==> src/rtl/mem_cs_decoder.sv <==
module mem_cs_decoder #(
  parameter int ADDR_W      = 20,
  parameter int CHIP_AW     = 12,
  parameter bit FULL_DECODE = 1'b1
) (
  input  logic [ADDR_W-1:0]  addr,
  input  logic               bhe_n,
  input  logic               mio,
  input  logic               rd_n,
  input  logic               wr_n,
  output logic               rom_even_cs_n,
  output logic               rom_odd_cs_n,
  output logic               ram_even_cs_n,
  output logic               ram_odd_cs_n,
  output logic               mem_rd_n,
  output logic               mem_wr_n,
  output logic [CHIP_AW-1:0] chip_addr,
  output logic [7:0]         region_sel_n
);
  localparam int SEL_LO = CHIP_AW + 1;
  localparam int WIN_LO = CHIP_AW + 3;
  localparam int WIN_W  = ADDR_W - 1 - WIN_LO;

  logic       top;
  logic       win_ok;
  logic       g1, g2a_n, g2b_n;
  logic [2:0] sel;
  logic       lane_even, lane_odd;

  assign top = addr[ADDR_W-1];

  generate
    if (FULL_DECODE) begin : g_full
      assign win_ok = (addr[ADDR_W-2:WIN_LO] == {WIN_W{top}});
      assign sel    = {top, addr[SEL_LO+1:SEL_LO]};
    end else begin : g_linear
      assign win_ok = 1'b1;
      assign sel    = {3{top}};
    end
  endgenerate

  assign g1    = mio;
  assign g2a_n = rd_n & wr_n;
  assign g2b_n = ~win_ok;

  for (genvar i = 0; i < 8; i++) begin : g_dec
    assign region_sel_n[i] = ~(g1 & ~g2a_n & ~g2b_n & (sel == 3'(i)));
  end

  assign lane_even = ~addr[0];
  assign lane_odd  = ~bhe_n;

  assign ram_even_cs_n = ~(~region_sel_n[0] & lane_even);
  assign ram_odd_cs_n  = ~(~region_sel_n[0] & lane_odd);
  assign rom_even_cs_n = ~(~region_sel_n[7] & lane_even & wr_n);
  assign rom_odd_cs_n  = ~(~region_sel_n[7] & lane_odd & wr_n);

  assign mem_rd_n  = rd_n | ~mio;
  assign mem_wr_n  = wr_n | ~mio;
  assign chip_addr = addr[CHIP_AW:1];
endmodule


==> config.mk <==
export PLATFORM = sky130hd
export DESIGN_NAME = mem_cs_decoder
export DESIGN_NICKNAME = d
export VERILOG_FILES = /design/src/rtl/mem_cs_decoder.sv
export SDC_FILE = /design/constraint.sdc
export NUM_CORES = 1
export LEC_CHECK = 0
export ABC_AREA = 1
export ABC_CLOCK_PERIOD_IN_PS = 800
export BUFFER_PORTS_ARGS = -buffer_cell sky130_fd_sc_hd__buf_2
export CAP_MARGIN = 15
export CORE_AREA = 3 3 40 42
export DETAILED_ROUTE_END_ITERATION = 16
export DIE_AREA = 0 0 43 45
export PLACE_DENSITY_LB_ADDON = 0.2
export SLEW_MARGIN = 20
export SYNTH_ARGS = -nofsm -noshare
export SYNTH_HDL_FRONTEND = slang
export SYNTH_SLANG_ARGS = --single-unit
==> constraint.sdc <==
create_clock -name vclk -period 0.8
set_input_delay 0.12 -clock vclk [all_inputs]
set_output_delay 0.12 -clock vclk [all_outputs]
set_load 0.02 [all_outputs]
Word level (Yosys, flattened, before mapping) --
Cells that the tools add are included.
Word-level totals: output and inout bits 26, flip-flop bits (word level) 0, memory bits (read-only) 0, memories 0, word-level logic and storage cells 44, RAM bits 0, latch bits 0
Cells by class: multipliers 0, muxes and demuxes 0, div/mod/pow operators 0, $add $sub $neg 0, equal/unequal tests 8, shift operators 0, reductions and logical operators 1, bitwise operators 35, order comparisons 0
Operators with widths (count):
- $and 1x1->1 | 17
- $not 1->1 | 16
- $eq 3x3->1 const B | 4
- $eq 3x2->1 const B | 2
- $eq 4x4->1 | 1
- $eq 3x1->1 const B | 1
- $logic_not 3->1 | 1
- $or 1x1->1 | 2

Logic depth before layout (Yosys ltp) --
Gate-level depths: netlist (run 1).
depth in word-level cells 8, depth in mapped cells 6

Worst setup path after synthesis (run 1) --
OpenSTA, ideal clock, no wires.
path kind in2out, from in wr_n, to out region_sel_n[1], arrival 902 ps, path buffers 1, stages 5, path slack -222 ps, data required time 680 ps, cell sequence inv_1 -> nand2_1 -> nand2_1 -> buf_2 -> nand4_1
Between the ends: word-level cells in the longest chain between the ends 6
Ends and longest elaborated chain:
- start: declaration | RTL line 10 | input logic wr_n,
- $and 1x1->1 | RTL line 43 | assign g2a_n = rd_n & wr_n;
- $not 1->1 | RTL line 47 | assign region_sel_n[i] = ~(g1 & ~g2a_n & ~g2b_n & (sel == 3'(i)));
- $and 1x1->1 (3 in a row) | RTL line 47
- $not 1->1 | RTL line 47
- end: declaration | RTL line 18 | output logic [7:0] region_sel_n
Every way passes these cells.

Final worst setup path (run 1) --
from in addr[17], to out region_sel_n[1]
Between the ends: word-level cells in the longest chain between the ends 4
Ends and longest elaborated chain:
- start: declaration | RTL line 6 | input logic [ADDR_W-1:0] addr,
- $eq 4x4->1 | RTL line 34 | assign win_ok = (addr[ADDR_W-2:WIN_LO] == {WIN_W{top}});
- $and 1x1->1 (2 in a row) | RTL line 47
- $not 1->1 | RTL line 47
Every way passes these cells.

==> impl_metrics.csv, run 1 <==
group,metric,value,unit
status,status,"complete, but fails checks",
pwr,p_leak,0.277,nW
detailed_routing,vias,395,
setup_path,crit_required,0.68,ns
sta,min_period,0.919,ns
global_routing,gr-total-overflow,0,
placed_design,pre_cts_ws,-0.235,ns
setup_path,max_stage_delay,0.17,ns
status,violations,"setup timing",
global_routing,antenna_found_initial,0,
min_path,worst_hold_path_type,"in -> out",
yosys,synth_area_leaders,"buf_4 31%, nand4_1 21%, inv_1 13%",
setup_path,crit_type,"in -> out",
layout,flops_and_latches,0,
detailed_routing,drtAntennaViolNets,0,
pwr,irDropWorstVdd,167,uV
sta,finalWorstSetupSlack,-0.119,ns
yosys,ys_types,10,
layout,clock_buffers,0,
clock_tree,post_cts_buffers,0,
floorplan,start_util,22.8,%
global_routing,grt_use_total,9.78,%
floorplan,die_area,1940,um^2
setup_path,crit_chain,"buf_8 -> nor2_4 -> nand3_4 -> nand2_4 -> nand4_1 -> buf_4",
yosys,yosysMostFrequentCell,"buf_4",
layout,final-instance-count-excl-fill,89,
clock_tree,cts_hold_buf,0,
layout,finalInstanceArea,542,um^2
sta,finalHoldViolCount,0,
placed_design,dpl_cell_area,423,um^2
detailed_routing,drtIter0Drc,2,
floorplan,die_y,45,um
placed_design,io_buffers,26,
pwr,powerDensity,378,nW/um^2
setup_path,cp.buffers_inverters,2,
min_path,holdCritStartpoint,"addr[1]",
global_routing,grt_first_pass_wirelength,1570,um
floorplan,rows,13,
sta,fin_hold_ws,0.240,ns
layout,antenna_cells,0,
placed_design,placed_cells,88,
detailed_routing,post_drt_wl_per_cell,10.8,um
layout,area_delta_synth_final,85.0,%
yosys,netlist.area_leader.share,30.8,%
setup_path,setup.worst_path.end_class,"output pin",
yosys,netlist_area,293,um^2
yosys,ys_seq_area_share,0,%
setup_path,crit_slowest_cell,"buf_4",
setup_path,arrival,0.80,ns
yosys,synth.avg_cell_area,5.32,um^2
detailed_routing,drc,0,
yosys,yosys.area.top_type,"buf_4",
yosys,syn-num-nets,79,
layout,regArea,0,um^2
sta,drv_slew,0,
global_routing,grt_pass1_vias,386,
floorplan,coreArea,1280,um^2
layout,num-nets-final,100,
layout,drive_gt1_share,64.9,%
detailed_routing,wl,958,um
yosys,synthCells,55,
sta,fmax,1090,MHz
run,drv_cap,0,
min_path,holdPathStages,0,
sta,setup_viol,12,
detailed_routing,vias_per_cell,4.44,
sta,worst_pin_slew,0.199,ns
global_routing,grt_start_max_net_pins,13,
yosys,synth_warnings,0,
sta,period_share,115,%
placed_design,globalplace.congestion,0.725,
yosys,synth_commonest_cells,"12 x buf_4, 10 x inv_1, 10 x nand4_1",
layout,utilization,42.2,%
setup_path,cp_top_family,"simple AND/OR/NAND/NOR gates",
sta,rsz0062_at_grt,"true",
floorplan,fp.dieW,43,um
setup_path,cp_max_fo,6,
min_path,hold_end,"chip_addr[0]",
sta,max_slew_margin,86.7,%
floorplan,ios,50,
setup_path,cp-start-kind,"input pin",
detailed_routing,dr.pass1.iters,2,
==> what timing repair did <==
action / 4_1_cts / 5_1_grt
resized for setup: 24 / 7
gates cloned: 1 / 0
pin swaps: 11 / 2
endpoints found under the setup margin: 12 / 12
==> through the flow <==
stage	power [mW]	TNS, ns
6_report	0.205	-1.22
5_1_grt	0.224	-1.94
4_1_cts	0.202	-1.37
3_5_place_dp	0.160	-2.57
3_3_place_gp	0.159	-2.56
2_1_floorplan	0.172	-0.138
==> logic make-up (layout without fill, tap and decap cells) <==
| kind of cell | Yosys count | count (layout) | share of synthesized area, % |
|---|---|---|---|
| and+or+nand+nor | 31 | 32 | 50.9 |
| buffers and inverters | 24 | 42 | 49.1 |
==> per-layer routing <==
layer | vias to the layer above | wire (um) | part of all wire, % | global-route usage, %
li1 | 207 | - | - | -
met1 | 162 | 367 | 38 | 12.4
met2 | 24 | 464 | 48 | 18.0
met3 | 2 | 123 | 13 | 1.20
met4 | 0 | 2 | 0.21 | 1.81
met5 | - | 0 | 0 | 0
==> worst max-delay path by stage <==
stage,cells after the start,endpoint,slack (ns),from
after global placement,7,rom_odd_cs_n,-0.22,addr[19]
after detailed placement,7,region_sel_n[1],-0.24,addr[17]
after CTS,6,region_sel_n[1],-0.13,addr[17]
after global routing,6,region_sel_n[4],-0.18,addr[17]
final,6,region_sel_n[1],-0.12,addr[17]
after floorplan,5,region_sel_n[1],-0.03,addr[15]
==> layout make-up <==
cell class	count	area [um^2]
inverters	10	40.0
repair buffers	32	240
fillers	141	743
well taps	15	18.8
multi-input cells	32	243
==> power breakdown <==
part | leakage [nW] | switching [mW] | total (mW) | internal, mW
Combinational | 0.277 | 0.111 | 0.205 | 0.0936
Clock | 0 | 0 | 0 | 0
Sequential | 0 | 0 | 0 | 0
Total | 0.277 | 0.111 | 0.205 | 0.0936
==> cells in the final DEF (no fill, tap or decap) <==
| cell type | synthesis | final |
|---|---|---|
| inv_4 | 0 | 1 |
| nand4_1 | 10 | 10 |
| nor2_1 | 9 | 6 |
| buf_4 | 12 | 10 |
| inv_2 | 0 | 3 |
| buf_6 | 1 | 4 |
| nand2_4 | 0 | 7 |
| nor2_4 | 0 | 3 |
| nor3_2 | 0 | 1 |
| inv_1 | 10 | 6 |
| buf_8 | 0 | 3 |
| nand2_1 | 7 | 2 |
| nand3_4 | 0 | 1 |
| buf_2 | 1 | 15 |
| nand3_1 | 3 | 2 |
Power figures use the tool's default switching activity.
==> run 2: changes to the inputs <==
--- a/config.mk
+++ b/config.mk
@@ -5,7 +5,7 @@
 export SDC_FILE = /design/constraint.sdc
 export NUM_CORES = 1
 export LEC_CHECK = 0
-export ABC_AREA = 1
+export ABC_AREA = 0
 export ABC_CLOCK_PERIOD_IN_PS = 800
 export BUFFER_PORTS_ARGS = -buffer_cell sky130_fd_sc_hd__buf_2
 export CAP_MARGIN = 15
==> impl_metrics.csv, run 2 <==
group,metric,value,unit
status,status,"complete, but fails checks",
status,violations,"setup timing",
min_path,holdCritStartpoint,"addr[11]",
yosys,yosys.area.top_type,"buf_4",
layout,antenna_cells,0,
global_routing,grt_pass1_vias,375,
detailed_routing,drtAntennaViolNets,0,
floorplan,fp.dieW,43,um
floorplan,die_area,1940,um^2
yosys,synth_area_leaders,"buf_4 35%, nand3_1 12%, or4_1 12%",
sta,finalWorstSetupSlack,-0.529,ns
yosys,synth.avg_cell_area,6.20,um^2
layout,clock_buffers,0,
detailed_routing,vias_per_cell,4.55,
yosys,synth_commonest_cells,"12 x buf_4, 6 x nand3_1, 5 x nand2_1",
sta,period_share,166,%
min_path,holdPathStages,0,
min_path,worst_hold_path_type,"in -> out",
sta,drv_slew,0,
layout,utilization,48.8,%
global_routing,grt_use_total,10.6,%
layout,regArea,0,um^2
yosys,ys_types,14,
sta,fin_hold_ws,0.240,ns
global_routing,grt_start_max_net_pins,6,
sta,fmax,753,MHz
yosys,netlist.area_leader.share,34.6,%
setup_path,setup.worst_path.end_class,"output pin",
sta,max_slew_margin,89.2,%
setup_path,cp_max_fo,3,
floorplan,rows,13,
placed_design,placed_cells,79,
layout,final_common_cell,"buf_6",
global_routing,grt_first_pass_wirelength,1630,um
global_routing,gr-total-overflow,0,
pwr,irDropWorstVdd,155,uV
detailed_routing,drtIter0Drc,2,
placed_design,globalplace.congestion,0.657,
floorplan,die_y,45,um
floorplan,start_util,20.3,%
run,drv_cap,0,
layout,flops_and_latches,0,
layout,mostFrequentLayoutCells,"17 x buf_6, 8 x buf_2, 8 x buf_4",
layout,final-instance-count-excl-fill,80,
sta,finalHoldViolCount,0,
sta,min_period,1.33,ns
layout,num-nets-final,91,
pwr,powerDensity,320,nW/um^2
pwr,p_leak,0.258,nW
yosys,ys_seq_area_share,0,%
yosys,yosysMostFrequentCell,"buf_4",
yosys,synthCells,42,
detailed_routing,wl,1040,um
setup_path,arrival,1.21,ns
setup_path,crit_type,"in -> out",
floorplan,coreArea,1280,um^2
floorplan,ios,50,
yosys,syn-num-nets,66,
sta,worst_pin_slew,0.161,ns
sta,rsz0062_at_grt,"true",
clock_tree,cts_hold_buf,0,
global_routing,antenna_found_initial,0,
setup_path,crit_required,0.68,ns
placed_design,hpwl,728,um
sta,setup_viol,12,
detailed_routing,post_drt_wl_per_cell,13.0,um
yosys,synth_warnings,0,
min_path,hold_end,"chip_addr[10]",
placed_design,io_buffers,26,
detailed_routing,drc,0,
layout,drive_gt1_share,86.2,%
layout,area_delta_synth_final,141,%
detailed_routing,vias,364,
setup_path,cp-start-kind,"input pin",
detailed_routing,dr.pass1.iters,3,
sta,setup_tns,-4.15,ns
yosys,netlist_area,260,um^2
==> run 2: cell type report <==
| type | count | area, um^2 |
|---|---|---|
| well taps | 15 | 18.8 |
| fillers | 124 | 658 |
| repair buffers | 36 | 337 |
| multi-input cells | 29 | 272 |
==> run 2: worst max-delay path by stage <==
stage / startpoint / end / slack (ns) / cells after the start
2_1_floorplan: mio / ram_even_cs_n / -0.30 / 3
3_3_place_gp: rd_n / ram_even_cs_n / -0.52 / 5
3_5_place_dp: rd_n / ram_even_cs_n / -0.54 / 5
4_1_cts: rd_n / ram_even_cs_n / -0.52 / 5
5_1_grt: rd_n / ram_odd_cs_n / -0.58 / 5
6_report: rd_n / ram_odd_cs_n / -0.53 / 5
==> run 2: metrics by stage <==
step                instance area (um^2)  power (mW)  setup WS, ns
floorplan                            298       0.138        -0.304
global placement                     419       0.133        -0.521
detailed placement                   419       0.133        -0.535
CTS                                  618       0.199        -0.516
global route                         627       0.217        -0.576
finish                               627       0.201        -0.529
==> run 2: cells by family (layout without fill, tap and decap cells) <==
family / Yosys count / in the layout / synth area share [%]
simple gates: 28 / 28 / 60.1
buf+inv: 13 / 36 / 36.1
compound gates: 1 / 1 / 3.85
==> run 2: layer usage <==
layer	wire [um]	GRT usage (%)	share of wire, %	vias up
met2	593	21.6	57	11
met3	86	1.20	8.3	2
li1	-	-	-	183
met1	359	12.0	34	168
met4	2	1.81	0.19	0
met5	0	0	0	-
==> run 2: power breakdown <==
part	internal (mW)	total [mW]	leakage [nW]	switching [mW]
combinational	0.112	0.201	0.258	0.0892
sequential	0	0	0	0
clock	0	0	0	0
total	0.112	0.201	0.258	0.0892
==> run 2: repair_timing <==
item / CTS / global route
gates resized for setup: 46 / 8
pin swaps: 8 / 5
endpoints found under the hold margin: 0 / 0
endpoints found under the setup margin: 12 / 13
setup buffers: 3 / 2
==> run 2: worst max-delay path: stages <==
cell	delay [ns]
buf_6	0.10
a21bo_1	0.20
or2_1	0.22
or4_4	0.43
buf_6	0.15
